**src/rtl/alu_pkg.sv**
```systemverilog
package alu_pkg;

    localparam int DATA_W = 8;
    localparam int NIB_W  = DATA_W / 2;
    localparam int OP_W   = 5;
    localparam int FLAG_W = 5;

    typedef enum logic [OP_W-1:0] {
        OP_ADD = 5'h00,
        OP_ADC = 5'h01,
        OP_SUB = 5'h02,
        OP_SBB = 5'h03,
        OP_CMP = 5'h04,
        OP_INC = 5'h05,
        OP_DEC = 5'h06,
        OP_AND = 5'h07,
        OP_OR  = 5'h08,
        OP_XOR = 5'h09,
        OP_CMA = 5'h0A,
        OP_RLC = 5'h0B,
        OP_RRC = 5'h0C,
        OP_RAL = 5'h0D,
        OP_RAR = 5'h0E,
        OP_STC = 5'h0F,
        OP_CMC = 5'h10,
        OP_DAA = 5'h11
    } alu_op_e;

    typedef struct packed {
        logic s;
        logic z;
        logic ac;
        logic p;
        logic cy;
    } alu_flags_t;

    typedef enum logic [1:0] {
        SRC_PASS,
        SRC_ARITH,
        SRC_LOGIC,
        SRC_DECADJ
    } res_src_e;

endpackage

```
**src/rtl/alu_addsub.sv**
```systemverilog
module alu_addsub
    import alu_pkg::*;
#(
    parameter int W = DATA_W
) (
    input  logic [W-1:0] x_i,
    input  logic [W-1:0] y_i,
    input  logic         cin_i,
    input  logic         sub_i,
    output logic [W-1:0] sum_o,
    output logic         cy_o,
    output logic         ac_o
);
    localparam int H = W / 2;

    logic [W-1:0] y_eff;
    logic         c_eff;
    logic [W:0]   full;
    logic [H:0]   low;

    // subtraction as x + ~y + ~borrow; borrow out is the inverted carry
    always_comb begin
        y_eff = sub_i ? ~y_i : y_i;
        c_eff = sub_i ? ~cin_i : cin_i;
        full  = {1'b0, x_i} + {1'b0, y_eff} + {{W{1'b0}}, c_eff};
        low   = {1'b0, x_i[H-1:0]} + {1'b0, y_eff[H-1:0]} + {{H{1'b0}}, c_eff};
        sum_o = full[W-1:0];
        cy_o  = full[W] ^ sub_i;
        ac_o  = low[H] ^ sub_i;
    end

endmodule

```
**src/rtl/alu_logic.sv**
```systemverilog
module alu_logic
    import alu_pkg::*;
#(
    parameter int W = DATA_W
) (
    input  alu_op_e      op_i,
    input  logic [W-1:0] a_i,
    input  logic [W-1:0] b_i,
    input  logic         cy_i,
    output logic [W-1:0] res_o,
    output logic         cy_o
);
    always_comb begin
        res_o = a_i;
        cy_o  = cy_i;
        unique case (op_i)
            OP_AND: begin
                res_o = a_i & b_i;
                cy_o  = 1'b0;
            end
            OP_OR: begin
                res_o = a_i | b_i;
                cy_o  = 1'b0;
            end
            OP_XOR: begin
                res_o = a_i ^ b_i;
                cy_o  = 1'b0;
            end
            OP_CMA: res_o = ~a_i;
            OP_RLC: begin
                res_o = {a_i[W-2:0], a_i[W-1]};
                cy_o  = a_i[W-1];
            end
            OP_RRC: begin
                res_o = {a_i[0], a_i[W-1:1]};
                cy_o  = a_i[0];
            end
            OP_RAL: begin
                res_o = {a_i[W-2:0], cy_i};
                cy_o  = a_i[W-1];
            end
            OP_RAR: begin
                res_o = {cy_i, a_i[W-1:1]};
                cy_o  = a_i[0];
            end
            default: begin
                res_o = a_i;
                cy_o  = cy_i;
            end
        endcase
    end

endmodule

```
**src/rtl/alu_decadj.sv**
```systemverilog
module alu_decadj
    import alu_pkg::*;
#(
    parameter int W = DATA_W
) (
    input  logic [W-1:0] a_i,
    input  logic         cy_i,
    input  logic         ac_i,
    output logic [W-1:0] res_o,
    output logic         cy_o,
    output logic         ac_o
);
    localparam int H = W / 2;
    localparam logic [H-1:0] NIB_SIX  = H'(6);
    localparam logic [H:0]   NIB_NINE = (H+1)'(9);

    logic         lo_fix;
    logic         hi_fix;
    logic [H:0]   lo_sum;
    logic [H:0]   hi_eff;
    logic [W-1:0] corr;
    logic [W:0]   total;

    always_comb begin
        lo_fix = ({1'b0, a_i[H-1:0]} > NIB_NINE) || ac_i;
        lo_sum = {1'b0, a_i[H-1:0]} + {1'b0, (lo_fix ? NIB_SIX : {H{1'b0}})};
        // high nibble judged after the low correction has rippled into it
        hi_eff = {1'b0, a_i[W-1:H]} + {{H{1'b0}}, lo_sum[H]};
        hi_fix = (hi_eff > NIB_NINE) || cy_i;
        corr   = {(hi_fix ? NIB_SIX : {H{1'b0}}), (lo_fix ? NIB_SIX : {H{1'b0}})};
        total  = {1'b0, a_i} + {1'b0, corr};
        res_o  = total[W-1:0];
        cy_o   = total[W] | cy_i;
        ac_o   = lo_sum[H];
    end

endmodule

```
**src/rtl/alu_szp.sv**
```systemverilog
module alu_szp
    import alu_pkg::*;
#(
    parameter int W = DATA_W
) (
    input  logic [W-1:0] val_i,
    output logic         s_o,
    output logic         z_o,
    output logic         p_o
);
    logic [W-1:0] chain;

    // ripple parity chain, one stage per bit
    assign chain[0] = val_i[0];
    for (genvar k = 1; k < W; k++) begin : g_par
        assign chain[k] = chain[k-1] ^ val_i[k];
    end

    assign s_o = val_i[W-1];
    assign z_o = (val_i == '0);
    assign p_o = ~chain[W-1];

endmodule

```
**src/rtl/acc_alu.sv**
```systemverilog
module acc_alu
    import alu_pkg::*;
(
    input  logic [DATA_W-1:0] acc_i,
    input  logic [DATA_W-1:0] opnd_i,
    input  logic [OP_W-1:0]   op_i,
    input  logic [FLAG_W-1:0] flag_i,
    output logic [DATA_W-1:0] res_o,
    output logic              wr_en_o,
    output logic [FLAG_W-1:0] flag_o
);
    alu_op_e    op;
    alu_flags_t fin;
    alu_flags_t fout;
    res_src_e   src;

    logic [DATA_W-1:0] ar_x;
    logic [DATA_W-1:0] ar_y;
    logic              ar_cin;
    logic              ar_sub;
    logic [DATA_W-1:0] ar_sum;
    logic              ar_cy;
    logic              ar_ac;

    logic [DATA_W-1:0] lg_res;
    logic              lg_cy;

    logic [DATA_W-1:0] da_res;
    logic              da_cy;
    logic              da_ac;

    logic [DATA_W-1:0] res_sel;
    logic              szp_s;
    logic              szp_z;
    logic              szp_p;

    assign op  = alu_op_e'(op_i);
    assign fin = alu_flags_t'(flag_i);

    // operand steering for the shared adder
    always_comb begin
        src    = SRC_PASS;
        ar_x   = acc_i;
        ar_y   = opnd_i;
        ar_cin = 1'b0;
        ar_sub = 1'b0;
        unique case (op)
            OP_ADD: src = SRC_ARITH;
            OP_ADC: begin
                src    = SRC_ARITH;
                ar_cin = fin.cy;
            end
            OP_SUB, OP_CMP: begin
                src    = SRC_ARITH;
                ar_sub = 1'b1;
            end
            OP_SBB: begin
                src    = SRC_ARITH;
                ar_sub = 1'b1;
                ar_cin = fin.cy;
            end
            OP_INC: begin
                src    = SRC_ARITH;
                ar_x   = opnd_i;
                ar_y   = '0;
                ar_cin = 1'b1;
            end
            OP_DEC: begin
                src    = SRC_ARITH;
                ar_x   = opnd_i;
                ar_y   = '0;
                ar_cin = 1'b1;
                ar_sub = 1'b1;
            end
            OP_AND, OP_OR, OP_XOR, OP_CMA,
            OP_RLC, OP_RRC, OP_RAL, OP_RAR: src = SRC_LOGIC;
            OP_DAA: src = SRC_DECADJ;
            default: src = SRC_PASS;
        endcase
    end

    alu_addsub #(.W(DATA_W)) u_addsub (
        .x_i   (ar_x),
        .y_i   (ar_y),
        .cin_i (ar_cin),
        .sub_i (ar_sub),
        .sum_o (ar_sum),
        .cy_o  (ar_cy),
        .ac_o  (ar_ac)
    );

    alu_logic #(.W(DATA_W)) u_logic (
        .op_i  (op),
        .a_i   (acc_i),
        .b_i   (opnd_i),
        .cy_i  (fin.cy),
        .res_o (lg_res),
        .cy_o  (lg_cy)
    );

    alu_decadj #(.W(DATA_W)) u_decadj (
        .a_i   (acc_i),
        .cy_i  (fin.cy),
        .ac_i  (fin.ac),
        .res_o (da_res),
        .cy_o  (da_cy),
        .ac_o  (da_ac)
    );

    always_comb begin
        unique case (src)
            SRC_ARITH:  res_sel = ar_sum;
            SRC_LOGIC:  res_sel = lg_res;
            SRC_DECADJ: res_sel = da_res;
            default:    res_sel = acc_i;
        endcase
    end

    alu_szp #(.W(DATA_W)) u_szp (
        .val_i (res_sel),
        .s_o   (szp_s),
        .z_o   (szp_z),
        .p_o   (szp_p)
    );

    // per-operation flag rules and write strobe
    always_comb begin
        fout    = fin;
        wr_en_o = 1'b0;
        res_o   = acc_i;
        unique case (op)
            OP_ADD, OP_ADC, OP_SUB, OP_SBB: begin
                wr_en_o = 1'b1;
                res_o   = res_sel;
                fout    = '{s: szp_s, z: szp_z, ac: ar_ac, p: szp_p, cy: ar_cy};
            end
            OP_CMP: begin
                fout = '{s: szp_s, z: szp_z, ac: ar_ac, p: szp_p, cy: ar_cy};
            end
            OP_INC, OP_DEC: begin
                wr_en_o = 1'b1;
                res_o   = res_sel;
                fout    = '{s: szp_s, z: szp_z, ac: ar_ac, p: szp_p, cy: fin.cy};
            end
            OP_AND: begin
                wr_en_o = 1'b1;
                res_o   = res_sel;
                fout    = '{s: szp_s, z: szp_z, ac: 1'b1, p: szp_p, cy: lg_cy};
            end
            OP_OR, OP_XOR: begin
                wr_en_o = 1'b1;
                res_o   = res_sel;
                fout    = '{s: szp_s, z: szp_z, ac: 1'b0, p: szp_p, cy: lg_cy};
            end
            OP_CMA: begin
                wr_en_o = 1'b1;
                res_o   = res_sel;
            end
            OP_RLC, OP_RRC, OP_RAL, OP_RAR: begin
                wr_en_o = 1'b1;
                res_o   = res_sel;
                fout.cy = lg_cy;
            end
            OP_STC: fout.cy = 1'b1;
            OP_CMC: fout.cy = ~fin.cy;
            OP_DAA: begin
                wr_en_o = 1'b1;
                res_o   = res_sel;
                fout    = '{s: szp_s, z: szp_z, ac: da_ac, p: szp_p, cy: da_cy};
            end
            default: begin
                fout    = fin;
                wr_en_o = 1'b0;
                res_o   = acc_i;
            end
        endcase
    end

    assign flag_o = fout;

endmodule

```
**config.mk**
```make
export PLATFORM = sky130hd
export DESIGN_NAME = acc_alu
export DESIGN_NICKNAME = d
export VERILOG_FILES = /design/src/rtl/alu_pkg.sv /design/src/rtl/alu_addsub.sv /design/src/rtl/alu_logic.sv /design/src/rtl/alu_decadj.sv /design/src/rtl/alu_szp.sv /design/src/rtl/acc_alu.sv
export SDC_FILE = /design/constraint.sdc
export NUM_CORES = 1
export LEC_CHECK = 0
export BUFFER_PORTS_ARGS = -buffer_cell sky130_fd_sc_hd__buf_2
export CAP_MARGIN = 20
export CORE_UTILIZATION = 35
export DETAILED_ROUTE_END_ITERATION = 8
export PLACE_DENSITY = 0.51
export SLEW_MARGIN = 20
export SYNTH_ARGS = -nofsm -noshare
export SYNTH_HDL_FRONTEND = slang
export SYNTH_SLANG_ARGS = --single-unit
```
**constraint.sdc**
```tcl
create_clock -name vclk -period 9.3
set_input_delay 2.325 -clock vclk [all_inputs]
set_output_delay 2.325 -clock vclk [all_outputs]
set_load 0.1 [all_outputs]
```
# After elaboration in Yosys (flattened, before gate mapping)
# Index checks and enable logic that the tools add are counted.
# word_totals
word_cells,79
reg_bits,0
input_bits,26
out_inout_bits,14
# op_classes
n_reduce_logical,16
n_lt_le_gt_ge,2
mux,16
n_addsub,7
eq_ne,20
bitwise,18
# ops
op,count
$pmux W8 S8,1
$eq A5 B4 Y1 const B,8
$mux W8,4
$pmux W8 S3,1
$eq A5 B3 Y1 const B,4
$add A8 B8 Y9,2
$not A8 Y8,2
$pmux W4 S4,1
$reduce_or A15 Y1,1
$reduce_or A7 Y1,2
$add A4 B4 Y5,2
$eq A5 B2 Y1 const B,2
$eq A5 B5 Y1 const B,2
$reduce_or A2 Y1,5
$add A9 B1 Y9,1
$xor A1 B1 Y1,9
$and A8 B8 Y8,1
$logic_not A8 Y1,1
$or A8 B8 Y8,1
$reduce_or A8 Y1,1
$xor A8 B8 Y8,1
$mux W3,2
$pmux W2 S3,1
$add A4 B1 Y5,1
other kinds (17),23

# Longest topological paths before layout
# Gate-level depths: netlist of the first run.
# depth
word_depth,19
mapped_depth,23

# Modules after synthesis
# Synthesis of the first run repeated with hierarchy kept, for this count alone.
# unflattened
cells_unflattened,363
area_unflattened_um2,2752.6
# by_module_without_submodules
module,seq_area_each_um2,area_each_um2,n_inst,cells_per_inst
acc_alu,0.0,1129.8,1,150
alu_logic,0.0,764.5,1,110
alu_addsub,0.0,439.2,1,52
alu_decadj,0.0,312.8,1,40
alu_szp,0.0,106.4,1,11

# Worst setup path after synthesis of the first run
# No wires, ideal clock.
# synth_timing
path_type,input to output
start,input port acc_i[2]
end,output port flag_o[3]
stages,22
arrival_time_ps,7912
path_slack_ps,-937
path_cell_list,clkbuf_1 -> o21ai_0 -> nand2b_1 -> ha_1 -> a21oi_1 -> nor2_1 -> ha_1 -> ha_1 -> nor2b_1 -> o21ai_0 -> o41ai_1 -> a21oi_1 -> or2_2 -> ha_1 -> nand3_1 -> o21bai_1 -> xor2_1 -> a211oi_2 -> o32ai_1 -> nor4_1 -> nand3b_1 -> o31ai_1
# synth_between
elab_chain_cells,12
# synth_rtl
element,line,text
start: declaration,acc_alu.sv:4,"input logic [DATA_W-1:0] acc_i,"
$gt A4 B4 Y1,alu_decadj.sv:25,"lo_fix = ({1'b0, a_i[H-1:0]} > NIB_NINE) || ac_i;"
$logic_or A1 B1 Y1,alu_decadj.sv:25,
$mux W3,"alu_decadj.sv:26, alu_decadj.sv:30",
$add A4 B4 Y5,alu_decadj.sv:26,"lo_sum = {1'b0, a_i[H-1:0]} + {1'b0, (lo_fix ? NIB_SIX : {H{1'b0}})};"
$add A4 B1 Y5,alu_decadj.sv:28,"hi_eff = {1'b0, a_i[W-1:H]} + {{H{1'b0}}, lo_sum[H]};"
$gt A5 B4 Y1,alu_decadj.sv:29,hi_fix = (hi_eff > NIB_NINE) || cy_i;
$logic_or A1 B1 Y1,alu_decadj.sv:29,
$mux W3,alu_decadj.sv:30,"corr = {(hi_fix ? NIB_SIX : {H{1'b0}}), (lo_fix ? NIB_SIX : {H{1'b0}})};"
$add A8 B8 Y9,alu_decadj.sv:31,"total = {1'b0, a_i} + {1'b0, corr};"
$pmux W8 S3 (*),acc_alu.sv:111,unique case (src)
$logic_not A8 Y1 (*),alu_szp.sv:20,assign z_o = (val_i == '0);
$pmux W4 S4 (*),acc_alu.sv:131,unique case (op)
end: declaration,acc_alu.sv:10,output logic [FLAG_W-1:0] flag_o
# Every way passes the cells marked *; elsewhere a longest branch is shown, timed or not.

# Worst setup path in the final report of the first run
# layout_timing
start,input port acc_i[1]
end,output port flag_o[1]
# layout_between
elab_chain_cells,15
# layout_rtl
element,line,text
$gt A4 B4 Y1,alu_decadj.sv:25,
$logic_or A1 B1 Y1,alu_decadj.sv:25,
$mux W3,"alu_decadj.sv:26, alu_decadj.sv:30",
$add A4 B4 Y5,alu_decadj.sv:26,
$add A4 B1 Y5,alu_decadj.sv:28,
$gt A5 B4 Y1,alu_decadj.sv:29,
$logic_or A1 B1 Y1,alu_decadj.sv:29,
$mux W3,alu_decadj.sv:30,
$add A8 B8 Y9,alu_decadj.sv:31,
$pmux W8 S3 (*),acc_alu.sv:111,
$xor A1 B1 Y1 (2 in a row),alu_szp.sv:16,assign chain[k] = chain[k-1] ^ val_i[k];
$xor A1 B1 Y1 (*),alu_szp.sv:16,
$not A1 Y1 (*),alu_szp.sv:21,assign p_o = ~chain[W-1];
$pmux W4 S4 (*),acc_alu.sv:131,
# Marked as above.

==> impl_metrics.json, run 1 <==
{
  "run_status": "finished clean",
  "crit_path_start_kind": "input pin",
  "final.clkbuf_count": 0,
  "synth_warnings": 0,
  "largest_net_degree_at_the_start_of_global_routing": 23,
  "crit_path_frequent_cell": "sky130_fd_sc_hd__ha_1",
  "place_congestion": 0.868,
  "die-height_um": 80.6,
  "initial_utilization_pct": 36.5,
  "fill_cell_instance_count_of_the_final_layout": 620,
  "die_area_sq_um": 6490,
  "die_w_um": 80.6,
  "maxCapViolations": 0,
  "synthDominantAreaCellType": "sky130_fd_sc_hd__ha_1",
  "detail_route.wirelength_mm": 7.09,
  "vias_in_the_first_global_route": 2154,
  "port_buffers": 40,
  "setup.worst_path.class": "input pin to output port",
  "yosys.area.top_type_share_pct": 18.0,
  "postLayoutCoreUtil_pct": 42.2,
  "number_of_antenna_violations_at_the_first_check_in_global_routing": 0,
  "vias_per_cell": 5.62,
  "detail-route-antenna-nets": 0,
  "path_buf_inv": 2,
  "wire_length_of_the_first_global_routing_pass_mm": 11.4,
  "seqCellArea_sq_um": 0,
  "total_power_divided_by_cell_area_nw_per_um2": 96.2,
  "hpwl_after_detailed_placement_mm": 5.60,
  "pin_count": 40,
  "synth-seq-area-share_pct": 0,
  "wl_per_cell_um": 17.0,
  "power.static_leakage_nw": 1.15,
  "worst_hold_path.num_cells": 4,
  "crit_required_ns": 6.98,
  "worstSetupPathDepth": 24,
  "worst_ir_drop_vdd_v": 0.000125,
  "report.final.slew_viol_count": 0,
  "vias": 2336,
  "layout-drive-gt1-share_pct": 21.4,
  "grtUsageTotal_pct": 22.7,
  "timing_hold_violations_final": 0,
  "dr.pass1.iters": 5,
  "n_antenna_cell": 0,
  "critPathSlowestCell": "sky130_fd_sc_hd__xnor3_1",
  "max_clock_freq_mhz": 111,
  "synth_nets": 370,
  "timing.final.crit_period_ns": 9.04,
  "timing.critical_path.slowest_cell_delay_ns": 0.36,
  "max_slew.worst_pin.slew_ns": 0.781,
  "drt_iter0_drc": 193,
  "holdCritPathClass": "input pin to output port",
  "mappedNetlistArea_sq_um": 2160,
  "hold_path_startpoint": "flag_i[1]",
  "synth_cell_types": 70,
  "postCtsHoldBufs": 0,
  "synthCells": 310,
  "num-nets-final": 403,
  "max_slew_margin_pct": 47.9,
  "layout.sequential_cells": 0,
  "grt_remaining_overflow": 0,
  "layout-area-overhead-vs-synth_pct": 15.7,
  "worst_hold_path.endpoint": "flag_o[1]",
  "worstPathCellList": "buf_2, o21ai_0, nand2b_1, ha_1, a21oi_1, nor2_1, ha_1, ha_1, nor2b_1, o21ai_0, o41ai_1, a21oi_1, or2_2, ha_1, nand3_1, o21bai_1, xor2_1, a211oi_2, o32ai_2, xnor2_1, xnor3_1, xnor2_1, o21ai_2, buf_12",
  "cp_data_arrival_time_ns": 6.72,
  "drc_errors": 0,
  "post_synth.cell_area_avg_sq_um": 6.97,
  "timing.final.crit_share_pct": 97.3,
  "design.core.area_sq_um": 5920,
  "final-setup-viol-count": 0,
  "synth.area.top_cells": "sky130_fd_sc_hd__ha_1 (18%), sky130_fd_sc_hd__o21ai_0 (7.0%), sky130_fd_sc_hd__nand2_1 (6.8%)",
  "fin_hold_ws_ns": 5.02,
  "setup.worst_path.end_class": "output port",
  "core.rowCount": 28,
  "cpLargestDelayFamily": "compound AO/OA/AOI/OAI gates",
  "worstPathMaxFanout": 3
}
[placed cells by master, fill, tap and decap left out, types with 4 or more instances in the layout]
master,instances
sky130_fd_sc_hd__inv_1,21
sky130_fd_sc_hd__a221oi_1,5
sky130_fd_sc_hd__buf_2,36
sky130_fd_sc_hd__nand2b_1,7
sky130_fd_sc_hd__buf_12,4
sky130_fd_sc_hd__nor2b_1,5
sky130_fd_sc_hd__nand3_1,7
sky130_fd_sc_hd__a22oi_1,6
sky130_fd_sc_hd__mux2_2,5
sky130_fd_sc_hd__nand2_1,39
sky130_fd_sc_hd__a22o_1,5
sky130_fd_sc_hd__nor2_1,18
sky130_fd_sc_hd__o21ai_0,30
sky130_fd_sc_hd__xor2_1,11
sky130_fd_sc_hd__buf_4,10
sky130_fd_sc_hd__a21oi_1,21
sky130_fd_sc_hd__o21a_1,5
sky130_fd_sc_hd__xnor2_1,7
sky130_fd_sc_hd__ha_1,31
[where the power goes]
| part | switching (mW) | internal, mW | total, mW |
|---|---|---|---|
| Sequential | 0 | 0 | 0 |
| Combinational | 0.157 | 0.0835 | 0.240 |
| Clock | 0 | 0 | 0 |
| Total | 0.157 | 0.0835 | 0.240 |
[cells in the mapped netlist, types with 2 or more instances]
cell,number
sky130_fd_sc_hd__a22o_1,5
sky130_fd_sc_hd__a31o_2,2
sky130_fd_sc_hd__buf_6,2
sky130_fd_sc_hd__nor4_1,2
sky130_fd_sc_hd__a22oi_1,6
sky130_fd_sc_hd__nor3b_1,2
sky130_fd_sc_hd__a211oi_1,2
sky130_fd_sc_hd__a221oi_1,5
sky130_fd_sc_hd__o31ai_1,2
sky130_fd_sc_hd__fa_1,3
sky130_fd_sc_hd__and3_1,2
sky130_fd_sc_hd__xor2_1,11
sky130_fd_sc_hd__nand2_1,39
sky130_fd_sc_hd__o221a_2,2
sky130_fd_sc_hd__o22ai_1,3
sky130_fd_sc_hd__buf_2,4
sky130_fd_sc_hd__o21bai_1,2
sky130_fd_sc_hd__a21oi_1,22
sky130_fd_sc_hd__clkbuf_1,7
sky130_fd_sc_hd__o21ai_0,30
sky130_fd_sc_hd__nor2_1,18
sky130_fd_sc_hd__nand3_1,7
sky130_fd_sc_hd__xnor2_1,7
sky130_fd_sc_hd__o32ai_1,3
sky130_fd_sc_hd__a32oi_1,2
sky130_fd_sc_hd__o21ai_1,2
sky130_fd_sc_hd__ha_1,31
sky130_fd_sc_hd__nor2b_1,5
sky130_fd_sc_hd__buf_4,5
sky130_fd_sc_hd__nand2b_1,7
sky130_fd_sc_hd__o21a_1,5
sky130_fd_sc_hd__nor3_1,2
sky130_fd_sc_hd__mux2_2,5
sky130_fd_sc_hd__inv_1,21
sky130_fd_sc_hd__and2_1,2
[routing by layer]
metal  vias up  routed length, um  global-route usage, %
li1       1199                  -                      -
met1      1080               3580                   33.5
met2        57               3150                   38.2
met3         0                352                  0.909
met4         0                  0                      0
met5         -                  0                      0
[logic make-up after synthesis]
kind of cell               share of synthesized area, %
AOI/OAI and AO/OA                                  34.9
and+or+nand+nor                                    24.7
buffers and inverters                              8.75
adders and majority gates                          20.7
xor gates and xnor gates                           8.34
muxes                                              2.61
[repair_timing]
action,4_1_cts,5_1_grt
setup buffers,0,0
setup endpoints to repair,0,1
resized for setup,0,1
[worst max path at each step]
stage | slack, ns | from | endpoint
2_1_floorplan | -0.08 | acc_i[2] | flag_o[3]
3_3_place_gp | 0.38 | acc_i[1] | flag_o[1]
3_5_place_dp | 0.27 | acc_i[1] | flag_o[1]
4_1_cts | 0.26 | acc_i[1] | flag_o[1]
5_1_grt | -0.006 | acc_i[1] | flag_o[1]
6_report | 0.26 | acc_i[1] | flag_o[1]
[cell type report]
class / count / area, sq um / share of cell area, %
well taps: 75 / 93.8 / 3.76
repair buffers: 50 / 335 / 13.4
multi-input cells: 270 / 1990 / 79.7
inverters: 21 / 78.8 / 3.15
[per-stage QoR]
stage	power (mW)	instance area, sq um	instances	TNS, ns	worst slack, ns
finish	0.240	2500	416	0	0.255
global route	0.259	2500	416	-0.00642	-0.00642
CTS	0.239	2490	416	0	0.259
detailed placement	0.238	2490	416	0	0.272
global placement	0.238	2490	416	0	0.380
floorplan	0.180	2170	310	-0.0780	-0.0780
Power figures use the tool's default switching activity.
==> inputs of run 2 (changes only) <==
--- a/config.mk
+++ b/config.mk
@@ -10,6 +10,7 @@
 export CORE_UTILIZATION = 35
 export DETAILED_ROUTE_END_ITERATION = 8
 export PLACE_DENSITY = 0.51
+export RECOVER_POWER = 100
 export SLEW_MARGIN = 20
 export SYNTH_ARGS = -nofsm -noshare
 export SYNTH_HDL_FRONTEND = slang
==> run 2 against run 1 <==
Compared with the run above:
- utilization is 0.36 points lower
- non-clock buffer count unchanged
- fmax barely moved
- critical path depth stayed put
- design area fell by 0.85%
- critical endpoint unchanged
==> impl_metrics.json, run 2 (same netlist as run 1, synthesis figures left out) <==
{
  "crit_path_start_kind": "input pin",
  "total_power_divided_by_cell_area_nw_per_um2": 95.8,
  "number_of_antenna_violations_at_the_first_check_in_global_routing": 0,
  "worstPathCellList": "buf_2, o21ai_0, nand2b_1, ha_1, a21oi_1, nor2_1, ha_1, ha_1, nor2b_1, o21ai_0, o41ai_1, a21oi_1, or2_2, ha_1, nand3_1, o21bai_1, xor2_1, a211oi_2, o32ai_2, xnor2_1, xnor3_1, xnor2_1, o21ai_2, buf_12",
  "vias_in_the_first_global_route": 2154,
  "layout-drive-gt1-share_pct": 19.1,
  "detail_route.wirelength_mm": 7.05,
  "grtUsageMet3_pct": 0.909,
  "detail-route-antenna-nets": 0,
  "final.clkbuf_count": 0,
  "run_status": "finished clean",
  "hold_path_startpoint": "flag_i[1]",
  "design.core.area_sq_um": 5920,
  "die_area_sq_um": 6490,
  "postLayoutCellArea_sq_um": 2480,
  "timing.final.crit_share_pct": 97.2,
  "critPathSlowestCell": "sky130_fd_sc_hd__xnor3_1",
  "layout-area-overhead-vs-synth_pct": 14.7,
  "port_buffers": 40,
  "num-nets-final": 403,
  "max_clock_freq_mhz": 111,
  "timing.final.crit_period_ns": 9.04,
  "worst_ir_drop_vdd_v": 0.000123,
  "hpwl_after_detailed_placement_mm": 5.60,
  "cp_data_arrival_time_ns": 6.72,
  "crit_start": "acc_i[1]",
  "wl_per_cell_um": 16.9,
  "maxCapViolations": 0,
  "grtUsageTotal_pct": 22.7,
  "grtUsageMet2_pct": 38.2,
  "final-setup-viol-count": 0,
  "drt_iter0_drc": 171,
  "vias_per_cell": 5.63,
  "cpLargestDelayFamily": "compound AO/OA/AOI/OAI gates",
  "die_w_um": 80.6,
  "grt_remaining_overflow": 0,
  "initial_utilization_pct": 36.5,
  "timing_hold_violations_final": 0,
  "grt.met1_usage_pct": 33.5,
  "crit_required_ns": 6.98,
  "holdCritPathClass": "input pin to output port",
  "timing.critical_path.slowest_cell_delay_ns": 0.36,
  "path_buf_inv": 2,
  "postCtsHoldBufs": 0,
  "post-cts-setup-buffer-count": 0,
  "setup.worst_path.end_class": "output port",
  "max_slew.worst_pin.slew_ns": 1.17,
  "busiest_layer": "met2",
  "placed_cell_area_sq_um": 2490,
  "vias": 2342,
  "most_common_library_cell_in_the_layout_ignoring_fill_and_taps": "sky130_fd_sc_hd__nand2_1",
  "crit_path_frequent_cell": "sky130_fd_sc_hd__ha_1",
  "layout.sequential_cells": 0,
  "n_antenna_cell": 0,
  "drc_errors": 0,
  "setup.worst_path.class": "input pin to output port",
  "max_slew_margin_pct": 22.0,
  "fin_hold_ws_ns": 5.02,
  "place_congestion": 0.868,
  "report.final.slew_viol_count": 0,
  "worstPathMaxFanout": 3,
  "pin_count": 40,
  "wire_length_of_the_first_global_routing_pass_mm": 11.4,
  "dr.pass1.iters": 5,
  "largest_net_degree_at_the_start_of_global_routing": 23,
  "power.static_leakage_nw": 1.12,
  "die-height_um": 80.6,
  "layout.cells.most_common_list": "sky130_fd_sc_hd__nand2_1 (39), sky130_fd_sc_hd__o21ai_0 (31), sky130_fd_sc_hd__ha_1 (31)",
  "seqCellArea_sq_um": 0,
  "core.rowCount": 28
}
==> run 2: where the power goes <==
group | total, mW | internal [mW] | switching, mW
logic | 0.237 | 0.0806 | 0.157
clock network | 0 | 0 | 0
registers | 0 | 0 | 0
==> run 2: final timing paths <==
path / slack [ns] / end / cells after the start
max: 0.26 / flag_o[1] / 24
min: 5.02 / flag_o[1] / 4
==> run 2: metal layers <==
| layer | wire length [um] | part of all wire (%) |
|---|---|---|
| met2 | 3160 | 45 |
| met1 | 3510 | 50 |
| met4 | 0 | 0 |
| met5 | 0 | 0 |
| met3 | 374 | 5.3 |
==> run 2: layout make-up <==
type               instances  area, sq um
fillers                  626         3440
inverters                 21         78.8
repair buffers            50          314
well taps                 75         93.8
multi-input cells        270         1990
==> run 2: metrics by stage <==
| stage | TNS, ns | worst slack, ns | instances | power, mW | utilization, % |
|---|---|---|---|---|---|
| 6_report | 0 | 0.257 | 416 | 0.237 | 41.8 |
| 5_1_grt | -0.0146 | -0.0146 | 416 | 0.256 | 41.8 |
| 4_1_cts | 0 | 0.259 | 416 | 0.239 | 42.1 |
| 3_5_place_dp | 0 | 0.272 | 416 | 0.238 | 42.1 |
| 3_3_place_gp | 0 | 0.380 | 416 | 0.238 | 42.1 |
| 2_1_floorplan | -0.0780 | -0.0780 | 310 | 0.180 | - |
==> run 2: repair_timing <==
action                                  4_1_cts  5_1_grt
endpoints found under the setup margin        0        1
hold endpoints to repair                      0        0
gates resized for setup                       0        1
==> inputs of run 3 (changes only) <==
--- a/config.mk
+++ b/config.mk
@@ -5,10 +5,12 @@
 export SDC_FILE = /design/constraint.sdc
 export NUM_CORES = 1
 export LEC_CHECK = 0
+export ABC_AREA = 0
 export BUFFER_PORTS_ARGS = -buffer_cell sky130_fd_sc_hd__buf_2
 export CAP_MARGIN = 20
 export CORE_UTILIZATION = 35
 export DETAILED_ROUTE_END_ITERATION = 8
+export GPL_ROUTABILITY_DRIVEN = 0
 export PLACE_DENSITY = 0.51
 export RECOVER_POWER = 100
 export SLEW_MARGIN = 20
==> constraint.sdc (replaced) <==
create_clock -name vclk -period 9.3
set_input_delay 0 -clock vclk [all_inputs]
set_output_delay 0 -clock vclk [all_outputs]
set_load 0.1 [all_outputs]
==> run 3 against run 2 <==
Compared with the run above:
- setup slack gained 3.8 ns
- first-iteration DRC count shrank 7.6%
- via count grew 1.0%
- count of clock-buffer cells in the layout is the same
- utilization shrank 2.3 points
- critical endpoint unchanged
- largest power group unchanged
==> impl_metrics.json, run 3 (same netlist as run 1, synthesis figures left out) <==
{
  "port_buffers": 40,
  "max_slew_margin_pct": 21.8,
  "vias": 2366,
  "largest_net_degree_at_the_start_of_global_routing": 25,
  "postCtsHoldBufs": 0,
  "layout-area-overhead-vs-synth_pct": 8.46,
  "holdCritPathClass": "input pin to output port",
  "final-setup-viol-count": 0,
  "grtUsageTotal_pct": 22.5,
  "core.rowCount": 28,
  "crit_path_frequent_cell": "sky130_fd_sc_hd__xnor2_1",
  "die_area_sq_um": 6490,
  "timing.final.crit_share_pct": 56.6,
  "post_cts_resized": 0,
  "detail_route.wirelength_mm": 7.17,
  "final.clkbuf_count": 0,
  "total_power_divided_by_cell_area_nw_per_um2": 93.2,
  "wire_length_of_the_first_global_routing_pass_mm": 11.3,
  "share_clk_of_total_power_pct": 0,
  "initial_utilization_pct": 36.5,
  "seqCellArea_sq_um": 0,
  "num-nets-final": 395,
  "setup.worst_path.class": "input pin to output port",
  "die_w_um": 80.6,
  "final.setup.tns_ns": 0,
  "setup.worst_path.end_class": "output port",
  "worstPathCellList": "clkbuf_1, nor2_2, a21oi_1, nand2_1, xnor2_1, fa_1, fa_1, nand2b_1, a21oi_1, o21a_1, nor3_1, o32ai_1, xnor2_1, xnor3_1, xnor2_1, o21ai_1, clkbuf_1",
  "run_status": "finished clean",
  "worst_hold_path.num_cells": 4,
  "placed_cell_area_sq_um": 2360,
  "layout.cells.most_common_list": "sky130_fd_sc_hd__nand2_1 (39), sky130_fd_sc_hd__o21ai_0 (31), sky130_fd_sc_hd__ha_1 (31)",
  "design.core.area_sq_um": 5920,
  "crit_path_start_kind": "input pin",
  "maxCapViolations": 0,
  "p_sw_uw": 151,
  "drt_iter0_drc": 158,
  "dr.pass1.iters": 5,
  "drc_errors": 0,
  "hpwl_after_detailed_placement_mm": 5.47,
  "vias_per_cell": 5.80,
  "power.static_leakage_nw": 1.04,
  "seqPwrFrac_pct": 0,
  "vias_in_the_first_global_route": 2143,
  "cp_data_arrival_time_ns": 5.26,
  "crit_required_ns": 9.30,
  "max_slew.worst_pin.slew_ns": 1.18,
  "post-cts-setup-buffer-count": 0,
  "max_clock_freq_mhz": 190,
  "power.internal_uw": 67.1,
  "number_of_antenna_violations_at_the_first_check_in_global_routing": 0,
  "report.final.slew_viol_count": 0,
  "worst_hold_path.endpoint": "res_o[1]",
  "die-height_um": 80.6,
  "timing.critical_path.slowest_cell_delay_ns": 0.87,
  "layout.sequential_cells": 0,
  "n_antenna_cell": 0,
  "wl_per_cell_um": 17.6,
  "pin_count": 40,
  "timing.final.crit_period_ns": 5.26,
  "combPwrFrac_pct": 100.0,
  "hold_path_startpoint": "acc_i[1]",
  "most_common_library_cell_in_the_layout_ignoring_fill_and_taps": "sky130_fd_sc_hd__nand2_1",
  "worstPathMaxFanout": 19,
  "rsz_0062_raised_after_global_routing": "false",
  "worst_ir_drop_vdd_v": 0.000117,
  "grt_remaining_overflow": 0,
  "layout-drive-gt1-share_pct": 14.4,
  "critPathSlowestCell": "sky130_fd_sc_hd__clkbuf_1",
  "timing_hold_violations_final": 0,
  "postLayoutCellArea_sq_um": 2340,
  "power.switching_fraction_pct": 69.3,
  "detail-route-antenna-nets": 0
}
## run 3: cell count changes in the layout (fill, tap and decap cells not counted), sizes merged
cell,previous run,this run
buf,40,29
clkbuf,10,13
## run 3: through the flow
step | total power, mW | worst slack (ns) | cells | util [%] | hold slack [ns]
finish | 0.218 | 4.04 | 408 | 39.6 | 0.605
global placement | 0.220 | 4.61 | 408 | 39.8 | 0.468
CTS | 0.220 | 4.50 | 408 | 39.8 | 0.467
detailed placement | 0.218 | 4.56 | 408 | 39.8 | 0.467
global route | 0.236 | 3.62 | 408 | 39.6 | 0.680
floorplan | 0.178 | 3.71 | 310 | - | 0.437
## run 3: worst max-delay path: cells and delay by family
family	cells	cell delay (ns)
AO/OA/AOI/OAI	5	1.14
XOR/XNOR	4	0.98
adder cells (fa/ha/maj)	2	0.84
buffers and inverters	2	1.50
AND/OR/NAND/NOR	4	0.79
## run 3: worst max path at each step
stage / start / end / slack, ns / depth (start not counted)
finish: op_i[1] / flag_o[1] / 4.04 / 17
global route: op_i[1] / flag_o[1] / 3.62 / 17
CTS: acc_i[2] / flag_o[1] / 4.50 / 24
detailed placement: acc_i[2] / flag_o[1] / 4.56 / 24
global placement: acc_i[2] / flag_o[1] / 4.61 / 24
floorplan: acc_i[2] / flag_o[3] / 3.71 / 22
## run 3: power by group through the flow
stage | sequential (mW) | combinational (mW) | clock [mW]
2_1_floorplan | 0 | 0.178 | 0
3_3_place_gp | 0 | 0.220 | 0
3_5_place_dp | 0 | 0.218 | 0
4_1_cts | 0 | 0.220 | 0
5_1_grt | 0 | 0.236 | 0
6_report | 0 | 0.218 | 0
## run 3: layer usage
| layer | wire [um] | global-route usage [%] | part of all wire, % | up-vias |
|---|---|---|---|---|
| li1 | - | - | - | 1189 |
| met1 | 3560 | 32.6 | 50 | 1093 |
| met2 | 3220 | 37.7 | 45 | 78 |
| met3 | 331 | 0.568 | 4.6 | 6 |
| met4 | 53 | 2.14 | 0.74 | 0 |
| met5 | 0 | 0 | 0 | - |
## run 3: cell type report
| cell class | instances | area, sq um |
|---|---|---|
| well taps | 75 | 93.8 |
| repair buffers | 42 | 199 |
| fillers | 661 | 3580 |
| inverters | 21 | 78.8 |
| multi-input cells | 270 | 1970 |
